`src/rtl/dsp_periph_pkg.sv`:
```
package dsp_periph_pkg;

    localparam int DW = 24;
    localparam int AW = 24;

    localparam logic [AW-1:0] STATUS_ADDR   = 24'hFFFFC5;
    localparam logic [AW-1:0] DMA_BASE_ADDR = 24'hFFFFD4;
    localparam logic [DW-1:0] FILLER_WORD   = 24'h0ABABA;

    localparam int BIT_ABORT = 0;
    localparam int BIT_START = 1;
    localparam int BIT_EOL   = 7;

    typedef enum logic [1:0] {
        RGN_NONE   = 2'd0,
        RGN_STATUS = 2'd1,
        RGN_DMA    = 2'd2
    } region_e;

    typedef struct packed {
        region_e    region;
        logic [1:0] dma_sel;
    } decode_t;

    typedef struct packed {
        logic frame_start;
        logic frame_abort;
    } irq_stat_t;

    function automatic decode_t decode_addr(input logic [AW-1:0] a);
        decode_t d;
        d.region  = RGN_NONE;
        d.dma_sel = 2'd0;
        if (a == STATUS_ADDR) begin
            d.region = RGN_STATUS;
        end else if (a[AW-1:2] == DMA_BASE_ADDR[AW-1:2]) begin
            d.region  = RGN_DMA;
            d.dma_sel = a[1:0];
        end
        return d;
    endfunction

    function automatic logic [DW-1:0] status_word(input irq_stat_t s, input logic eol);
        logic [DW-1:0] w;
        w            = '0;
        w[BIT_ABORT] = s.frame_abort;
        w[BIT_START] = s.frame_start;
        w[BIT_EOL]   = eol;
        return w;
    endfunction

endpackage

```
`src/rtl/periph_addr_decode.sv`:
```
module periph_addr_decode
    import dsp_periph_pkg::*;
(
    input  logic [AW-1:0] addr,
    output decode_t       dec
);
    always_comb begin
        dec = decode_addr(addr);
    end
endmodule

```
`src/rtl/irq_status_reg.sv`:
```
module irq_status_reg
    import dsp_periph_pkg::*;
(
    input  logic          clk,
    input  logic          rst,
    input  logic          clr_wr,
    input  logic [DW-1:0] clr_mask,
    input  logic          start_evt,
    input  logic          abort_evt,
    output irq_stat_t     stat_q
);
    irq_stat_t stat_d;

    always_comb begin
        stat_d = stat_q;
        if (clr_wr) begin
            stat_d.frame_start = stat_q.frame_start & ~clr_mask[BIT_START];
            stat_d.frame_abort = stat_q.frame_abort & ~clr_mask[BIT_ABORT];
        end
        if (start_evt) stat_d.frame_start = 1'b1;
        if (abort_evt) stat_d.frame_abort = 1'b1;
    end

    always_ff @(posedge clk) begin
        if (rst) stat_q <= '0;
        else     stat_q <= stat_d;
    end
endmodule

```
`src/rtl/periph_read_mux.sv`:
```
module periph_read_mux
    import dsp_periph_pkg::*;
(
    input  logic          rd_en,
    input  decode_t       dec,
    input  irq_stat_t     stat,
    input  logic          eol,
    input  logic [DW-1:0] dma_rdata,
    output logic [DW-1:0] rdata
);
    always_comb begin
        rdata = '0;
        if (rd_en) begin
            unique case (dec.region)
                RGN_STATUS: rdata = status_word(stat, eol);
                RGN_DMA:    rdata = dma_rdata;
                default:    rdata = FILLER_WORD;
            endcase
        end
    end
endmodule

```
`src/rtl/dsp_periph_regs.sv`:
```
module dsp_periph_regs
    import dsp_periph_pkg::*;
(
    input  logic          clk,
    input  logic          rst,
    input  logic [AW-1:0] addr,
    input  logic          wr_en,
    input  logic          rd_en,
    input  logic [DW-1:0] wdata,
    output logic [DW-1:0] rdata,
    input  logic          frame_start_evt,
    input  logic          frame_abort_evt,
    input  logic          dma_eol,
    output logic          dma_eol_clr,
    output logic [1:0]    dma_sel,
    output logic          dma_wr,
    output logic          dma_rd,
    output logic [DW-1:0] dma_wdata,
    input  logic [DW-1:0] dma_rdata
);
    decode_t   dec;
    irq_stat_t stat_q;
    logic      status_wr;
    logic      in_window;

    periph_addr_decode u_dec (
        .addr (addr),
        .dec  (dec)
    );

    assign status_wr = wr_en && (dec.region == RGN_STATUS);
    assign in_window = (dec.region == RGN_DMA);

    irq_status_reg u_stat (
        .clk       (clk),
        .rst       (rst),
        .clr_wr    (status_wr),
        .clr_mask  (wdata),
        .start_evt (frame_start_evt),
        .abort_evt (frame_abort_evt),
        .stat_q    (stat_q)
    );

    periph_read_mux u_rmux (
        .rd_en     (rd_en),
        .dec       (dec),
        .stat      (stat_q),
        .eol       (dma_eol),
        .dma_rdata (dma_rdata),
        .rdata     (rdata)
    );

    assign dma_eol_clr = status_wr && wdata[BIT_EOL];
    assign dma_sel     = in_window ? dec.dma_sel : 2'd0;
    assign dma_wr      = wr_en && in_window;
    assign dma_rd      = rd_en && in_window;
    assign dma_wdata   = wdata;
endmodule

```
`config.mk`:
```
export PLATFORM = sky130hd
export DESIGN_NAME = dsp_periph_regs
export DESIGN_NICKNAME = d
export VERILOG_FILES = /design/src/rtl/dsp_periph_pkg.sv /design/src/rtl/periph_addr_decode.sv /design/src/rtl/irq_status_reg.sv /design/src/rtl/periph_read_mux.sv /design/src/rtl/dsp_periph_regs.sv
export SDC_FILE = /design/constraint.sdc
export NUM_CORES = 1
export LEC_CHECK = 0
export BUFFER_PORTS_ARGS = -buffer_cell sky130_fd_sc_hd__buf_2
export CORE_MARGIN = 3
export CORE_UTILIZATION = 30
export CTS_CLUSTER_DIAMETER = 150
export DETAILED_ROUTE_END_ITERATION = 6
export PLACE_DENSITY = 0.86
export SYNTH_ARGS = -nofsm -noshare
export SYNTH_HDL_FRONTEND = slang
export SYNTH_SLANG_ARGS = --single-unit
```
`constraint.sdc`:
```
create_clock -name clk -period 2.28 [get_ports clk]
set_input_delay 0.114 -clock clk [delete_from_list [all_inputs] [get_ports clk]]
set_output_delay 0.114 -clock clk [all_outputs]
set_load 0.05 [all_outputs]
```
; After elaboration in Yosys (flattened, before gate mapping)
; Cells that the tools add are included.
[classes]
n_eq_ne = 4
n_reduce_logical = 6
bitwise = 4
mux = 9
[op_table]
columns = op, n
row1 = $pmux W24 S2, 1
row2 = $eq A24 B24 Y1 const B, 1
row3 = $mux W24, 1
row4 = $eq A22 B22 Y1 const B, 1
row5 = $mux W2, 4
row6 = $logic_and A1 B1 Y1, 4
row7 = $mux W4, 1
row8 = $reduce_bool A2 Y1, 2
row9 = $and A1 B1 Y1, 2
row10 = $eq A2 B1 Y1 const B, 1
row11 = $eq A2 B2 Y1 const B, 1
row12 = $mux W1, 2
row13 = $not A1 Y1, 2
[word_totals]
output_inout_bits = 53
regBits = 2
wordCells = 25
input_bits = 79

; Longest topological paths before layout
[logic_depth]
depth_word = 7
mapped_depth = 5
ltp_nobuf = 3

; Hierarchy
; Synthesis repeated with hierarchy kept, for this count alone.
[hier_totals]
hier_cells = 98
hier_area_um2 = 743.2
[modules_own_cells]
columns = mod, seq_area_each_um2, area_per_inst_um2, cells_per_inst, instances
row1 = periph_read_mux, 0.0, 331.6, 47, 1
row2 = dsp_periph_regs, 0.0, 240.2, 30, 1
row3 = periph_addr_decode, 0.0, 92.6, 13, 1
row4 = irq_status_reg, 40.0, 78.8, 8, 1

; Least setup slack after synthesis
; OpenSTA, ideal clock, no wires.
[synth_timing]
path_kind = input -> output
start = input port addr[5]
end = output port rdata[0]
arrival_ps = 2725
stages = 4
path_buffers = 1
path_slack_ps = -559
cell_sequence = or3b_1 -> or4_4 -> buf_2 -> nor4b_1
[synth_via]
elab_chain_cells = 6
[synth_rtl]
columns = item, line
row1 = start: declaration, dsp_periph_regs.sv:6  ; input logic [AW-1:0] addr,
row2 = $eq A22 B22 Y1, dsp_periph_pkg.sv:36  ; end else if (a[AW-1:2] == DMA_BASE_ADDR[AW-1:2]) begin
row3 = $mux W4, dsp_periph_pkg.sv:36
row4 = $mux W2 *, dsp_periph_pkg.sv:34  ; if (a == STATUS_ADDR) begin
row5 = $eq A2 B2 Y1 or $eq A2 B1 Y1 (tied branches), periph_read_mux.sv:14  ; unique case (dec.region)
row6 = $pmux W24 S2 *, periph_read_mux.sv:14
row7 = $mux W24 *, periph_read_mux.sv:13  ; if (rd_en) begin
row8 = end: declaration, dsp_periph_regs.sv:10  ; output logic [DW-1:0] rdata,
; Mark *: on every way between the ends. The rest lies on a longest branch, timed or not.

; Worst setup path in the final report
[layout_timing]
start = input port addr[5]
end = output port rdata[7]
; The elaborated chain is that of the path after synthesis.

==> results_dict.tcl <==
set metrics [dict create \
    die_y_um 57.42 \
    antenna_found_initial 0 \
    ir_worst_vdd_v 0.0002166 \
    port_buffers 89 \
    cts-resized-gates 0 \
    cts_tree "done" \
    ys_seq_elements 2 \
    start_kind "input port" \
    netlist_area_um2 793.3 \
    gr-usage-all-layers_pct 14.58 \
    ys_seq_area_share_pct 5.047 \
    end_kind "primary output" \
    post-route-period-util_pct 87.37 \
    total_power_w 0.0002946 \
    final_area_mm2 0.001129 \
    ctsHoldBuffers 0 \
    top_register "u_stat.stat_q" \
    crit_buf_inv 2 \
    die_w_um 57.42 \
    grt_max_degree 30 \
    drc_errors 0 \
    setup_tns_ns 0 \
    crit_fanout 29 \
    max_stage_delay_ns 0.61 \
    final_cell_mix "buf_2 (89), inv_1 (26), a21oi_1 (11), o31a_1 (11), nor4_1 (9)" \
    drt-pass1-iter-count 4 \
    seq_area_um2 40.04 \
    fin_worst_skew_ns 0 \
    wl_per_cell_um 11.82 \
    grt-ovfl-total 0 \
    post_cts.repair.setup_buffers 0 \
    required_ns 2.17 \
    p_leak_nw 0.6337 \
    drv_slew 0 \
    setup_violations 0 \
    hold_path.class "in -> reg" \
    antenna_cells 0 \
    nNetsFinal 266 \
    clkSlewWorstSetupHoldPaths_ns 0.03 \
    root_buffer "clkbuf_4" \
    design.core.area_mm2 0.002500 \
    largest_register_ffs 2 \
    vias 1053 \
    fp-row-count 18 \
    htree_levels 1 \
    relSlewSlack_pct 68.33 \
    rsz0062_at_grt "no" \
    post-dp-hpwl_um 2069 \
    dp_cells 212 \
    arrival_ns 1.88 \
    clk_latency_ns 0.23 \
    syn-num-nets 204 \
    postPlaceCellArea_mm2 0.001106 \
    p_per_area_mw_per_mm2 261.0 \
    fmax_ghz 0.5020 \
    postRouteAntennaNets 0 \
    drive_gt1_share_pct 55.68 \
    fill_cells 279 \
    cts_buffer_depth 2 \
    clock_sinks 2 \
    place_congestion 0.7847 \
    routed_via_density 4.898 \
    crit_slowest_cell "or4_4" \
    grt_first_pass_wirelength_um 3898 \
    path_common_cell "buf_2" \
    initial_core_util_pct 31.73 \
    outcome "finished, final reports clean" \
    grt_pass1_vias 971 \
    tightestPinTransition_ns 0.4740 \
    io_pins 132 \
    area_delta_synth_final_pct 42.27 \
    cp_top_family "simple AND/OR/NAND/NOR gates" \
    final_hold_viol_count 0 \
    routed_wl_um 2541 \
    die-area_mm2 0.003297 \
    synth_cell_types 26 \
    drv_cap 0 \
    multi_input_area_um2 470.5 \
    yosys_warnings 0 \
    syn-instance-count 125 \
    cts_buffers 3 \
    first_iter_violations 62 \
    top_regs "u_stat.stat_q: 2 flops" \
    critPathKind "in -> out" \
    syn_avg_cell_area_um2 6.346 \
    fin_cells 215 \
    path_cells "buf_2, or3b_1, or4_4, o41a_1, buf_2" \
    period_needed_ns 1.992 \
    final_common_cell "buf_2" \
]
## stage by stage
| step | setup slack, ns | util (%) | hold slack [ns] |
|---|---|---|---|
| after floorplan | -0.5234 | - | 0.1861 |
| after global placement | 0.3081 | 44.24 | 0.2283 |
| after detailed placement | 0.2907 | 44.24 | 0.2283 |
| after CTS | 0.2841 | 45.15 | 0.05085 |
| after global routing | 0.2394 | 45.15 | 0.05290 |
| final | 0.2880 | 45.15 | 0.05787 |
## logic make-up after synthesis
kind of cell / after synthesis / synth area share, %
flip-flops: 2 / 5.048
AO/OA/AOI/OAI: 27 / 24.76
AND/OR/NAND/NOR: 36 / 28.39
buffers and inverters: 60 / 41.80
## worst reg2reg max path, cell delays in order, from the launching register on
cell      delay, ns
dfxtp_1        0.32
nor2_1         0.06
a311oi_1       0.28
## layout make-up
cell class | instances | area share (%)
Sequential cell | 2 | 3.548
Multi-Input combinational cell | 63 | 41.69
Inverter | 26 | 8.647
Timing Repair Buffer | 91 | 40.80
Tap cell | 30 | 3.326
Clock buffer | 3 | 1.996
## synth_stat cells
| cell | number | share of area [%] |
|---|---|---|
| inv_1 | 26 | 12 |
| buf_4 | 24 | 23 |
| nor4_1 | 15 | 12 |
| a21oi_1 | 11 | 6.9 |
| o31a_1 | 11 | 12 |
| clkbuf_1 | 7 | 3.3 |
| nand2_1 | 3 | 1.4 |
| nand4_1 | 3 | 2.4 |
| a311oi_1 | 2 | 2.2 |
| buf_6 | 2 | 2.8 |
| dfxtp_1 | 2 | 5.0 |
| nand3_1 | 2 | 1.3 |
| nor2_1 | 2 | 0.95 |
| nor2b_1 | 2 | 1.6 |
| nor3_1 | 2 | 1.3 |
| a22oi_1 | 1 | 0.95 |
| a2bb2oi_1 | 1 | 1.1 |
| and2_1 | 1 | 0.79 |
| and4_1 | 1 | 1.1 |
| buf_2 | 1 | 0.63 |
| nor3b_1 | 1 | 0.95 |
| nor4b_1 | 1 | 1.1 |
| nor4bb_1 | 1 | 1.3 |
| o41a_1 | 1 | 1.4 |
| or3b_1 | 1 | 1.1 |
| or4_4 | 1 | 1.4 |
## power by group
part           total [W]  leakage [nW]  internal [W]  switching (W)
logic           0.000171         0.603     0.0000670       0.000104
registers      0.0000391        0.0168     0.0000378     0.00000133
clock network  0.0000845        0.0138     0.0000586      0.0000258
## path summary, 6_finish.rpt
| check | start | end | slack, ns | cells past startpoint |
|---|---|---|---|---|
| max | addr[5] | rdata[7] | 0.29 | 5 |
| min | rst | u_stat.stat_q[0] | 0.06 | 2 |
| max reg2reg | u_stat.stat_q[1] | u_stat.stat_q[1] | 1.52 | 2 |
| min reg2reg | u_stat.stat_q[0] | u_stat.stat_q[0] | 0.50 | 2 |
## metal layers
| layer | up-vias | track usage (%) | share of wire, % |
|---|---|---|---|
| met5 | - | 0 | 0 |
| li1 | 534 | - | - |
| met3 | 6 | 4.072 | 13 |
| met1 | 454 | 16.60 | 38 |
| met4 | 0 | 5.298 | 0.67 |
| met2 | 59 | 25.65 | 49 |
Note: power is estimated with default switching activity, not from simulation.
